### src/rtl/rst_seq.sv
module rst_seq #(
  parameter int POR_MIN  = 40,
  parameter int WARM_MIN = 4,
  parameter int REC_CYC  = 16,
  parameter int CFG_CYC  = 8,
  parameter int NSEL     = 8
) (
  input  logic            clk,
  input  logic            pwr_good,
  input  logic            rst_pin_n,
  input  logic            vdd_low,
  input  logic [NSEL-1:0] host_sel,
  input  logic            host_wr_n,
  output logic            access_en,
  output logic            logic_valid,
  output logic            por_kind,
  output logic [NSEL-1:0] mem_sel,
  output logic            mem_wr_n,
  output logic            io_input_mode,
  output logic            gen_clr,
  output logic            page_clr,
  output logic            mc_clr,
  output logic            mc_rp_en
);
  localparam int LW   = $clog2(POR_MIN + 1);
  localparam int CMAX = (REC_CYC > CFG_CYC) ? REC_CYC : CFG_CYC;
  localparam int CW   = $clog2(CMAX + 1);

  typedef enum logic [2:0] {S_OFF, S_CFG, S_INR, S_REC, S_OPER} st_t;

  st_t           state;
  logic          s1, s2, por;
  logic [LW-1:0] lo_cnt, next_lo, min_sel;
  logic [CW-1:0] cnt;
  logic          in_rst;

  assign next_lo = s2 ? '0 : ((lo_cnt == LW'(POR_MIN)) ? lo_cnt : lo_cnt + 1'b1);
  assign min_sel = por ? LW'(POR_MIN) : LW'(WARM_MIN);

  always_ff @(posedge clk) begin
    if (!pwr_good) begin
      s1     <= 1'b1;
      s2     <= 1'b1;
      lo_cnt <= '0;
      cnt    <= '0;
      por    <= 1'b1;
      state  <= S_OFF;
    end else begin
      s1     <= rst_pin_n;
      s2     <= s1;
      lo_cnt <= next_lo;
      case (state)
        S_OFF: begin
          state <= S_CFG;
          cnt   <= '0;
        end
        S_CFG:
          if (cnt == CW'(CFG_CYC - 1)) begin
            state <= S_INR;
            cnt   <= '0;
          end else cnt <= cnt + 1'b1;
        S_INR:
          if (s2 && (lo_cnt >= min_sel)) begin
            state <= S_REC;
            cnt   <= '0;
          end
        S_REC:
          if (!s2) begin
            state <= S_INR;
            cnt   <= '0;
          end else if (cnt == CW'(REC_CYC - 1)) begin
            state <= S_OPER;
            por   <= 1'b0;
            cnt   <= '0;
          end else cnt <= cnt + 1'b1;
        S_OPER:
          if (next_lo >= LW'(WARM_MIN)) state <= S_INR;
        default: state <= S_OFF;
      endcase
    end
  end

  assign access_en     = (state == S_OPER);
  assign in_rst        = ~access_en;
  assign logic_valid   = (state != S_OFF) && (state != S_CFG);
  assign por_kind      = por;
  assign mem_sel       = host_sel & {NSEL{access_en}};
  assign mem_wr_n      = host_wr_n | in_rst | vdd_low;
  assign io_input_mode = in_rst;
  assign gen_clr       = in_rst;
  assign page_clr      = in_rst & por;
  assign mc_clr        = in_rst & por;
  assign mc_rp_en      = in_rst & ~por;


  cfg_len_chk: assert property (@(posedge clk) disable iff (!pwr_good)
    (state == S_INR && $past(state) == S_CFG) |-> $past(cnt) == CW'(CFG_CYC - 1));


  por_width_chk: assert property (@(posedge clk) disable iff (!pwr_good)
    (state == S_REC && $past(state) == S_INR && $past(por)) |-> $past(lo_cnt) >= LW'(POR_MIN));


  warm_entry_chk: assert property (@(posedge clk) disable iff (!pwr_good)
    (state == S_INR && $past(state) == S_OPER) |-> (!$past(s2) && !por));


  rec_len_chk: assert property (@(posedge clk) disable iff (!pwr_good)
    $rose(access_en) |-> ($past(state) == S_REC && $past(cnt) == CW'(REC_CYC - 1)));


  rec_cancel_chk: assert property (@(posedge clk) disable iff (!pwr_good)
    (state == S_REC && !s2) |=> (state == S_INR && !access_en));


  wr_block_chk: assert property (@(posedge clk) disable iff (!pwr_good)
    (state != S_OPER) |-> (mem_wr_n && mem_sel == '0));
endmodule

### config.mk
export PLATFORM = sky130hd
export DESIGN_NAME = rst_seq
export DESIGN_NICKNAME = d
export VERILOG_FILES = /design/src/rtl/rst_seq.sv
export SDC_FILE = /design/constraint.sdc
export NUM_CORES = 1
export LEC_CHECK = 0
export CORE_MARGIN = 5
export CORE_UTILIZATION = 40
export CTS_CLUSTER_SIZE = 28
export DETAILED_ROUTE_END_ITERATION = 8
export PLACE_DENSITY = 0.68
export RECOVER_POWER = 100
export SYNTH_ARGS = -nofsm -noshare
export SYNTH_HDL_FRONTEND = slang
export SYNTH_SLANG_ARGS = --single-unit
### constraint.sdc
create_clock -name clk -period 2 [get_ports clk]
set_input_delay 0.4 -clock clk [delete_from_list [all_inputs] [get_ports clk]]
set_output_delay 0.4 -clock clk [all_outputs]
set_load 0.05 [all_outputs]
==> results.yml <==
outcome:
  status: "finished, final reports clean"
timing:
  finalMaxSlewViolations: 0
  slew_headroom: 0.6581
  min_period_ps: 1920
  final.setup_skew_ps: 2.842
  finalHoldViolations: 0
  setup_tns_ps: 0
  period_share: 0.9602
  layout_setup_ws_ps: 79.51
  timing.hold.ws_ps: 417.1
  tightest_slew_ps: 511.1
  rsz0062_at_grt: "false"
  finalSetupViolCount: 0
  clock.fmax_ghz: 0.5207
place:
  dp_hpwl_mm: 2.118
  gp_congestion: 0.8050
  placed_cell_area_sq_um: 1615
  port_buffers: 29
  pre_cts_slack_ps: 167.9
  numPlacedInstances: 188
critical_path:
  rr_startpoint: "cnt[0]"
  crit_fanout: 12
  startpoint: "state[0]"
  start_kind: "flip-flop"
  critPathKind: "flip-flop to output port"
  required_ps: 1600
  arrival_ps: 1520
  end_kind: "output port"
global_route:
  grt_pass1_wl_mm: 4.588
  antenna_found_initial: 0
  grt_pass1_vias: 1063
  gr-total-overflow: 0
  grt_use_total: 0.1362
  grt_max_degree: 13
synthesis:
  synth_seq_cells: 17
  ys_types: 45
  postSynthAreaPerCell_sq_um: 8.664
  synthCells: 133
  ys_seq_area_frac: 0.2953
  async_flop_share: 0
  synth_area_sq_um: 1152
  synthesis.nets: 154
  yosysWarnings: 0
  synth-edff-count: 0
  synth-main-ff-cell: "dfxtp_1"
finish:
  num-nets-final: 183
  final_cells: 192
  final_cell_area_sq_um: 1632
  area_growth_pct: 41.58
  antenna_cells: 0
  num-fill-cells: 224
  drive_gt1_frac: 0.2547
die:
  ioPinCount: 30
  start_util: 0.4179
  chipHeight_um: 63.68
  core_sq_um: 2758
  die_area_sq_um: 4055
  row_count: 19
  die_w_um: 63.68
routing:
  drc: 0
  drt-initial-drc-count: 56
  antenna_left: 0
  dr_total_vias: 1042
  dr.pass1.iters: 4
  avgRoutedWirePerCell_um: 14.10
  via_per_inst: 5.427
  routed_wl_mm: 2.707
min_path:
  hp-start: "s1"
  hold_path.class: "flip-flop to flip-flop"
cts:
  clockRootBuffer: "clkbuf_4"
  cts_num_sinks: 17
  worstSkewPairLatency_ps: 290
  cts_tree: "built"
  cts_buffers: 3
  cts_buffer_depth: 2
  clk_pin_slew_ps: 100
  htree_num_levels: 1
pwr:
  ir_drop_uv: 660.3
  leakagePower_nw: 0.6367
  powerDensity_nw_per_um2: 748.2
run:
  cap_violations: 0
==> worst paths after layout <==
check          endpoint  slack [ps]  cells past startpoint
max          mem_sel[4]          80                      5
min                  s2         420                      1
max reg2reg      cnt[2]         140                      8
min reg2reg          s2         420                      1
==> power by group <==
group / internal (mW) / leakage (nW) / switching, mW
combinational: 0.251 / 0.483 / 0.334
sequential: 0.380 / 0.138 / 0.0679
clock: 0.0777 / 0.0150 / 0.110
total: 0.708 / 0.637 / 0.513
==> registers in the layout, summed over array words and instances, names as in the netlist <==
name      count
lo_cnt        6
cnt           5
state         3
por_kind      1
s1            1
s2            1
==> per-stage QoR <==
| step | power [mW] | util |
|---|---|---|
| after CTS | 1.229 | 0.5957 |
| final | 1.221 | 0.5917 |
| after global routing | 1.285 | 0.5917 |
| after floorplan | 0.8408 | - |
| after global placement | 1.027 | 0.5858 |
| after detailed placement | 1.037 | 0.5858 |
==> kinds of logic after synthesis <==
kind of cell | share of synthesized area
AOI/OAI and AO/OA | 0.2182
xor gates and xnor gates | 0.05320
adders and majority gates | 0.08687
buffers and inverters | 0.09772
DFF | 0.2953
muxes | 0.008687
and+or+nand+nor | 0.2400
==> worst max-delay path: stages, from the launching register on <==
cell	delay, ps
dfxtp_2	390
inv_1	130
nand3_4	170
inv_4	170
and2_0	210
buf_12	150
==> cell type report <==
cell class / count / area, sq um / share of cell area
clock buffers: 4 / 26.28 / 0.01610
inverters: 10 / 45.04 / 0.02761
multi-input cells: 96 / 718.2 / 0.4402
flip-flops and latches: 17 / 344.1 / 0.2109
well taps: 31 / 38.79 / 0.02377
repair buffers: 34 / 459.2 / 0.2814
==> metal layers <==
metal | share of wire | global-route usage
met5 | 0 | 0
met4 | 0.018 | 0.06753
met3 | 0.065 | 0.02842
met2 | 0.45 | 0.2335
met1 | 0.46 | 0.1580
==> synth_stat cells, drive strengths merged, types with 2 or more instances <==
cell / number / area [sq um]
buf: 8 / 62.56
xor2: 2 / 17.52
and2: 9 / 56.30
a31oi: 2 / 12.51
o22ai: 3 / 18.77
o21ai: 5 / 25.02
a2111oi: 2 / 36.29
nand3: 9 / 50.05
a211oi: 2 / 25.02
ha: 8 / 100.1
nor3: 2 / 10.01
clkbuf: 2 / 7.510
nor2: 10 / 37.54
or3: 2 / 12.51
dfxtp: 17 / 340.3
nand2: 8 / 30.03
nand2b: 6 / 40.04
inv: 10 / 42.54
xnor2: 5 / 43.79
a21oi: 5 / 28.78
a311oi: 2 / 23.77
==> cells in the final DEF, fill, tap and decap left out, types with 5 or more instances in the layout <==
cell and count:
dfxtp_1 14, buf_12 14, clkdlybuf4s50_1 11, nor2_1 9, inv_1 8, nand3_1 8, nand2_1 8, ha_1 8
and2_1 6, buf_4 6, nand2b_1 5, xnor2_1 5
==> timing repair <==
action	CTS	global route
resized for setup	1	4
buffers inserted	0	0
endpoints found under the setup margin	11	11
hold buffers	0	0
No activity file was read; power rests on OpenSTA's default activity.
